--- config.mk ---
export PLATFORM = sky130hd
export DESIGN_NAME = osc_div_beeper
export DESIGN_NICKNAME = d
export VERILOG_FILES = /design/src/rtl/beeper_pkg.sv /design/src/rtl/mclk_divider.sv /design/src/rtl/tone_square.sv /design/src/rtl/cont_judge.sv /design/src/rtl/osc_div_beeper.sv
export SDC_FILE = /design/constraint.sdc
export NUM_CORES = 1
export LEC_CHECK = 0
export ABC_CLOCK_PERIOD_IN_PS = 2300
export BUFFER_PORTS_ARGS = -buffer_cell sky130_fd_sc_hd__buf_2
export CORE_AREA = 8 8 45 47
export DETAILED_ROUTE_END_ITERATION = 12
export DIE_AREA = 0 0 53 55
export GPL_TIMING_DRIVEN = 0
export PLACE_DENSITY = 0.51
export RECOVER_POWER = 25
export SLEW_MARGIN = 40
export SYNTH_ARGS = -nofsm -noshare
export SYNTH_HDL_FRONTEND = slang
export SYNTH_SLANG_ARGS = --single-unit
--- constraint.sdc ---
create_clock -name osc_clk -period 2.3 [get_ports osc_clk]
set_input_delay 0.23 -clock osc_clk [delete_from_list [all_inputs] [get_ports osc_clk]]
set_output_delay 0.23 -clock osc_clk [all_outputs]
set_load 0.01 [all_outputs]
--- src/rtl/beeper_pkg.sv ---
// Shared types for the divider and continuity tone block.
// Assumes: the tone drive idles at logic 1.
package beeper_pkg;
    typedef enum logic {
        TONE_SILENT = 1'b0,
        TONE_SOUND  = 1'b1
    } tone_dec_e;

    localparam logic DRIVE_IDLE = 1'b1;
endpackage

--- src/rtl/mclk_divider.sv ---
// Divides the oscillator clock by DIV into the master clock and gives a
// one-cycle tick per master period.
// Assumes: DIV is even and at least 2; reset is synchronous, active low.
module mclk_divider #(
    parameter int DIV = 2
) (
    input  logic osc_clk,
    input  logic rst_n,
    output logic mclk,
    output logic mtick
);
    localparam int HALF = DIV / 2;
    localparam int CW   = (DIV > 2) ? $clog2(DIV) : 1;

    logic [CW-1:0] cnt_q;
    logic [CW-1:0] cnt_nx;
    logic          mclk_q;

    // Next phase count, wrapping at DIV-1.
    always_comb begin
        cnt_nx = (cnt_q == CW'(DIV - 1)) ? '0 : cnt_q + 1'b1;
    end

    // Phase counter and registered master clock level.
    always_ff @(posedge osc_clk) begin
        if (!rst_n) begin
            cnt_q  <= '0;
            mclk_q <= 1'b0;
        end else begin
            cnt_q  <= cnt_nx;
            mclk_q <= (cnt_nx >= CW'(HALF));
        end
    end

    assign mclk  = mclk_q;
    assign mtick = (cnt_q == CW'(DIV - 1));
endmodule

--- src/rtl/tone_square.sv ---
// Free-running square wave that flips every HALF_TICKS master ticks.
// Assumes: mtick is a one-cycle enable; the output starts high after reset.
module tone_square #(
    parameter int HALF_TICKS = 15
) (
    input  logic osc_clk,
    input  logic rst_n,
    input  logic mtick,
    output logic tone
);
    import beeper_pkg::*;

    localparam int TW = (HALF_TICKS > 2) ? $clog2(HALF_TICKS) : 1;

    logic [TW-1:0] tcnt_q;
    logic          tone_q;

    // Count master ticks and flip the tone level at each half period.
    always_ff @(posedge osc_clk) begin
        if (!rst_n) begin
            tcnt_q <= '0;
            tone_q <= DRIVE_IDLE;
        end else if (mtick) begin
            if (tcnt_q == TW'(HALF_TICKS - 1)) begin
                tcnt_q <= '0;
                tone_q <= ~tone_q;
            end else begin
                tcnt_q <= tcnt_q + 1'b1;
            end
        end
    end

    assign tone = tone_q;
endmodule

--- src/rtl/cont_judge.sv ---
// Latches the continuity decision from a strobed reading.
// Assumes: rd_valid is a one-cycle strobe; range 0 is the most sensitive.
module cont_judge #(
    parameter int CNT_W      = 12,
    parameter int RANGE_W    = 2,
    parameter int CONT_RANGE = 0,
    parameter int CONT_LIMIT = 1000
) (
    input  logic                 osc_clk,
    input  logic                 rst_n,
    input  logic                 low_ohm_mode,
    input  logic                 rd_valid,
    input  logic [CNT_W-1:0]     rd_count,
    input  logic [RANGE_W-1:0]   rd_range,
    output beeper_pkg::tone_dec_e dec
);
    import beeper_pkg::*;

    logic      hit;
    tone_dec_e dec_q;

    // A reading counts as continuity when all three conditions hold.
    always_comb begin
        hit = low_ohm_mode
            && (rd_range == RANGE_W'(CONT_RANGE))
            && (rd_count <  CNT_W'(CONT_LIMIT));
    end

    // Update the decision only on a valid strobe.
    always_ff @(posedge osc_clk) begin
        if (!rst_n) begin
            dec_q <= TONE_SILENT;
        end else if (rd_valid) begin
            dec_q <= hit ? TONE_SOUND : TONE_SILENT;
        end
    end

    assign dec = dec_q;
endmodule

--- src/rtl/osc_div_beeper.sv ---
// Top: master clock divider plus gated continuity tone drive.
// Assumes: one oscillator clock domain; synchronous active-low reset;
// the drive idles high and is registered so it never glitches.
module osc_div_beeper #(
    parameter int MCLK_DIV   = 2,
    parameter int TONE_HALF  = 15,
    parameter int CNT_W      = 12,
    parameter int RANGE_W    = 2,
    parameter int CONT_RANGE = 0,
    parameter int CONT_LIMIT = 1000
) (
    input  logic               osc_clk,
    input  logic               rst_n,
    input  logic               low_ohm_mode,
    input  logic               rd_valid,
    input  logic [CNT_W-1:0]   rd_count,
    input  logic [RANGE_W-1:0] rd_range,
    output logic               mclk,
    output logic               beep_drv
);
    import beeper_pkg::*;

    logic      mtick;
    logic      tone;
    tone_dec_e dec;
    logic      drv_q;

    mclk_divider #(
        .DIV (MCLK_DIV)
    ) u_div (
        .osc_clk (osc_clk),
        .rst_n   (rst_n),
        .mclk    (mclk),
        .mtick   (mtick)
    );

    tone_square #(
        .HALF_TICKS (TONE_HALF)
    ) u_tone (
        .osc_clk (osc_clk),
        .rst_n   (rst_n),
        .mtick   (mtick),
        .tone    (tone)
    );

    cont_judge #(
        .CNT_W      (CNT_W),
        .RANGE_W    (RANGE_W),
        .CONT_RANGE (CONT_RANGE),
        .CONT_LIMIT (CONT_LIMIT)
    ) u_judge (
        .osc_clk      (osc_clk),
        .rst_n        (rst_n),
        .low_ohm_mode (low_ohm_mode),
        .rd_valid     (rd_valid),
        .rd_count     (rd_count),
        .rd_range     (rd_range),
        .dec          (dec)
    );

    // Registered drive: pass the tone only when sounding and in low-ohm mode.
    always_ff @(posedge osc_clk) begin
        if (!rst_n) begin
            drv_q <= DRIVE_IDLE;
        end else begin
            drv_q <= ((dec == TONE_SOUND) && low_ohm_mode) ? tone : DRIVE_IDLE;
        end
    end

    assign beep_drv = drv_q;
endmodule

==> metrics <==
Ys Warns=0; CTS tree=built; unrepaired setup endpoints after global routing=false; Rel. slew slack=77.5%; most frequent cell after synthesis=dfxtp_1; total negative setup slack=0 ns; antenna fix cells=0; vias per inst=4.53; wire per inst=10.9 um; hold buffer count at cts=0; status=finished clean; Setup Skew=0.000726 ns; Arr. time, crit path=0.87 ns; gr ovfl total=0; CP required=2.07 ns; final slew viol count=0; CTS resizes=0; layout cells sized above 1=33.9%; Die Y=55 um; clock buffer depth=2; total number of vias=326; worst path cell trace=buf_2; synthesized area=354 um2; critical path's top delay family=flip-flops; drt drc=0; CP Max Fanout=8; DRT iter0 DRCs=5; setup violators final=0; Core Region=1380 um2; length of the first detailed-routing pass in iterations=2; TritonCTS buffer count=3; final hold violations=0; Starting Density=25.6%; crit path buf inv count=1; Yosys cell types=21; syn_area_per_cell=9.32 um2; P_leak=0.000195 uW; GPL Wtd Cong=0.677; Port Buf Inserts=15; synthesized flop and latch total=8; FMAX=0.909 GHz; CP endpoint kind=output port; clock sinks=8; Row Count=14; top post-synthesis cells by count=dfxtp_1, nand2_1, nand3b_1, o21ai_0; Mapped Cells=38; Antenna Violating Nets Remaining=0; Die Wd=53 um; I/O Pins=20; Total GRT Usage=6.19%; crit path kind=register to output port; FFs w/ async S/R, synth=0%; HPWL Detailed=644 um; Final Critical Period=1.10 ns; WHS=0.199 ns; Synth area leader=dfxtp_1; global-route wire length before repair=1300 um; largest net degree at the start of global routing=10; Fill cells=155; number of global-route vias before repair=335; CP max stage delay=0.44 ns; CP Depth=1; largest cells by area after synthesis=dfxtp_1, nand3b_1, nand4b_1; EDFF count, synth=0; fin worst setup slack=1.20 ns; insertion delay to the later sink of the worst-skew pair=0.24 ns; Area Growth Syn to Fin=31.4%; Setup Fix Bufs, Post-CTS=0; Routed WL=788 um; Top FF cell, synth=dfxtp_1; Worst Setup Slack post-DPL=1.34 ns; Setup crit start kind=register; peak supply drop=0.349 mV; area fraction of the dominant cell type after synthesis=45.2%; reg2reg path depth=3; hold depth=2; total nets after synthesis=56; CP max stage cell=dfxtp_1; MaxCap Viol Count=0; Worst Tran Pin Value=0.337 ns; Seq/Total Area, Yosys=45.2%; root buf cell=clkbuf_4; full die area=2920 um2; Worst Hold Class=primary input to register; Cell Pwr Density=587 nW/um2; antenna violations before repair=0; Clock Pin Slew Worst Setup and Hold Paths=0.05 ns; fin crit share=47.8%; Final Net Count=76; H-Tree Level Count=1
report_power, final:
group / total, uW / leakage, uW / internal (uW) / switching [uW]
Clock: 100 / 0.0000138 / 59.2 / 41.0
Combinational: 25.1 / 0.000116 / 15.1 / 9.98
Sequential: 148 / 0.0000651 / 143 / 5.22
Total: 273 / 0.000195 / 217 / 56.2
cells in the final DEF (no fill, tap or decap), types with 2 or more instances in the layout:
master and n:
a21boi_1 2, buf_2 15, clkbuf_4 3, dfxtp_1 8, nand2_1 3, nand2b_1 2
nand3_1 2, nand3b_1 3, nand4b_1 2, o21ai_0 3
per-stage QoR:
step	std cells	instance area, um2	power, uW	utilization (%)
after global routing	72	465	291	33.6
final	72	465	273	33.6
after global placement	69	449	177	32.5
after detailed placement	69	449	177	32.5
after CTS	72	472	280	34.1
after floorplan	38	354	161	-
cell type report:
cell class / count / area [um2] / area share, %
Timing Repair Buffer: 15 / 75.1 / 16.1
Multi-Input combinational cell: 28 / 180 / 38.7
Sequential cell: 8 / 160 / 34.4
Clock buffer: 3 / 22.5 / 4.84
Inverter: 1 / 3.75 / 0.806
Buffer: 1 / 3.75 / 0.806
Tap cell: 16 / 20.0 / 4.30
registers in the layout, summed over array words and instances, names as in the netlist:
| name | count |
|---|---|
| u_judge.dec | 1 |
| u_div.mclk | 1 |
| u_tone.tcnt_q | 4 |
| u_tone.tone | 1 |
| beep_drv | 1 |
cells by family (layout without fill, tap and decap cells):
kind of cell    after synthesis  in the layout  synth area share (%)
flops                         8              8                  45.2
simple gates                 18             18                  33.6
compound gates               10             10                  19.1
buf+inv                       2             20                  2.12
final timing paths:
kind | start | endpoint | slack [ns]
setup / recovery | u_div.mclk$_SDFF_PN0_ | mclk | 1.20
hold reg to reg | u_judge.dec$_SDFFE_PN0P_ | beep_drv$_SDFF_PN1_ | 0.41
hold / removal | rd_valid | u_judge.dec$_SDFFE_PN0P_ | 0.20
setup reg to reg | u_tone.tcnt_q[2]$_SDFFE_PN0P_ | u_tone.tone$_SDFFE_PN1P_ | 1.33
per-layer routing:
metal	GRT usage [%]	share of wire (%)
met5	0	0
met4	2.59	1.3
met3	4.01	6.1
met2	10.4	53
met1	5.95	39
Power figures use the tool's default switching activity.
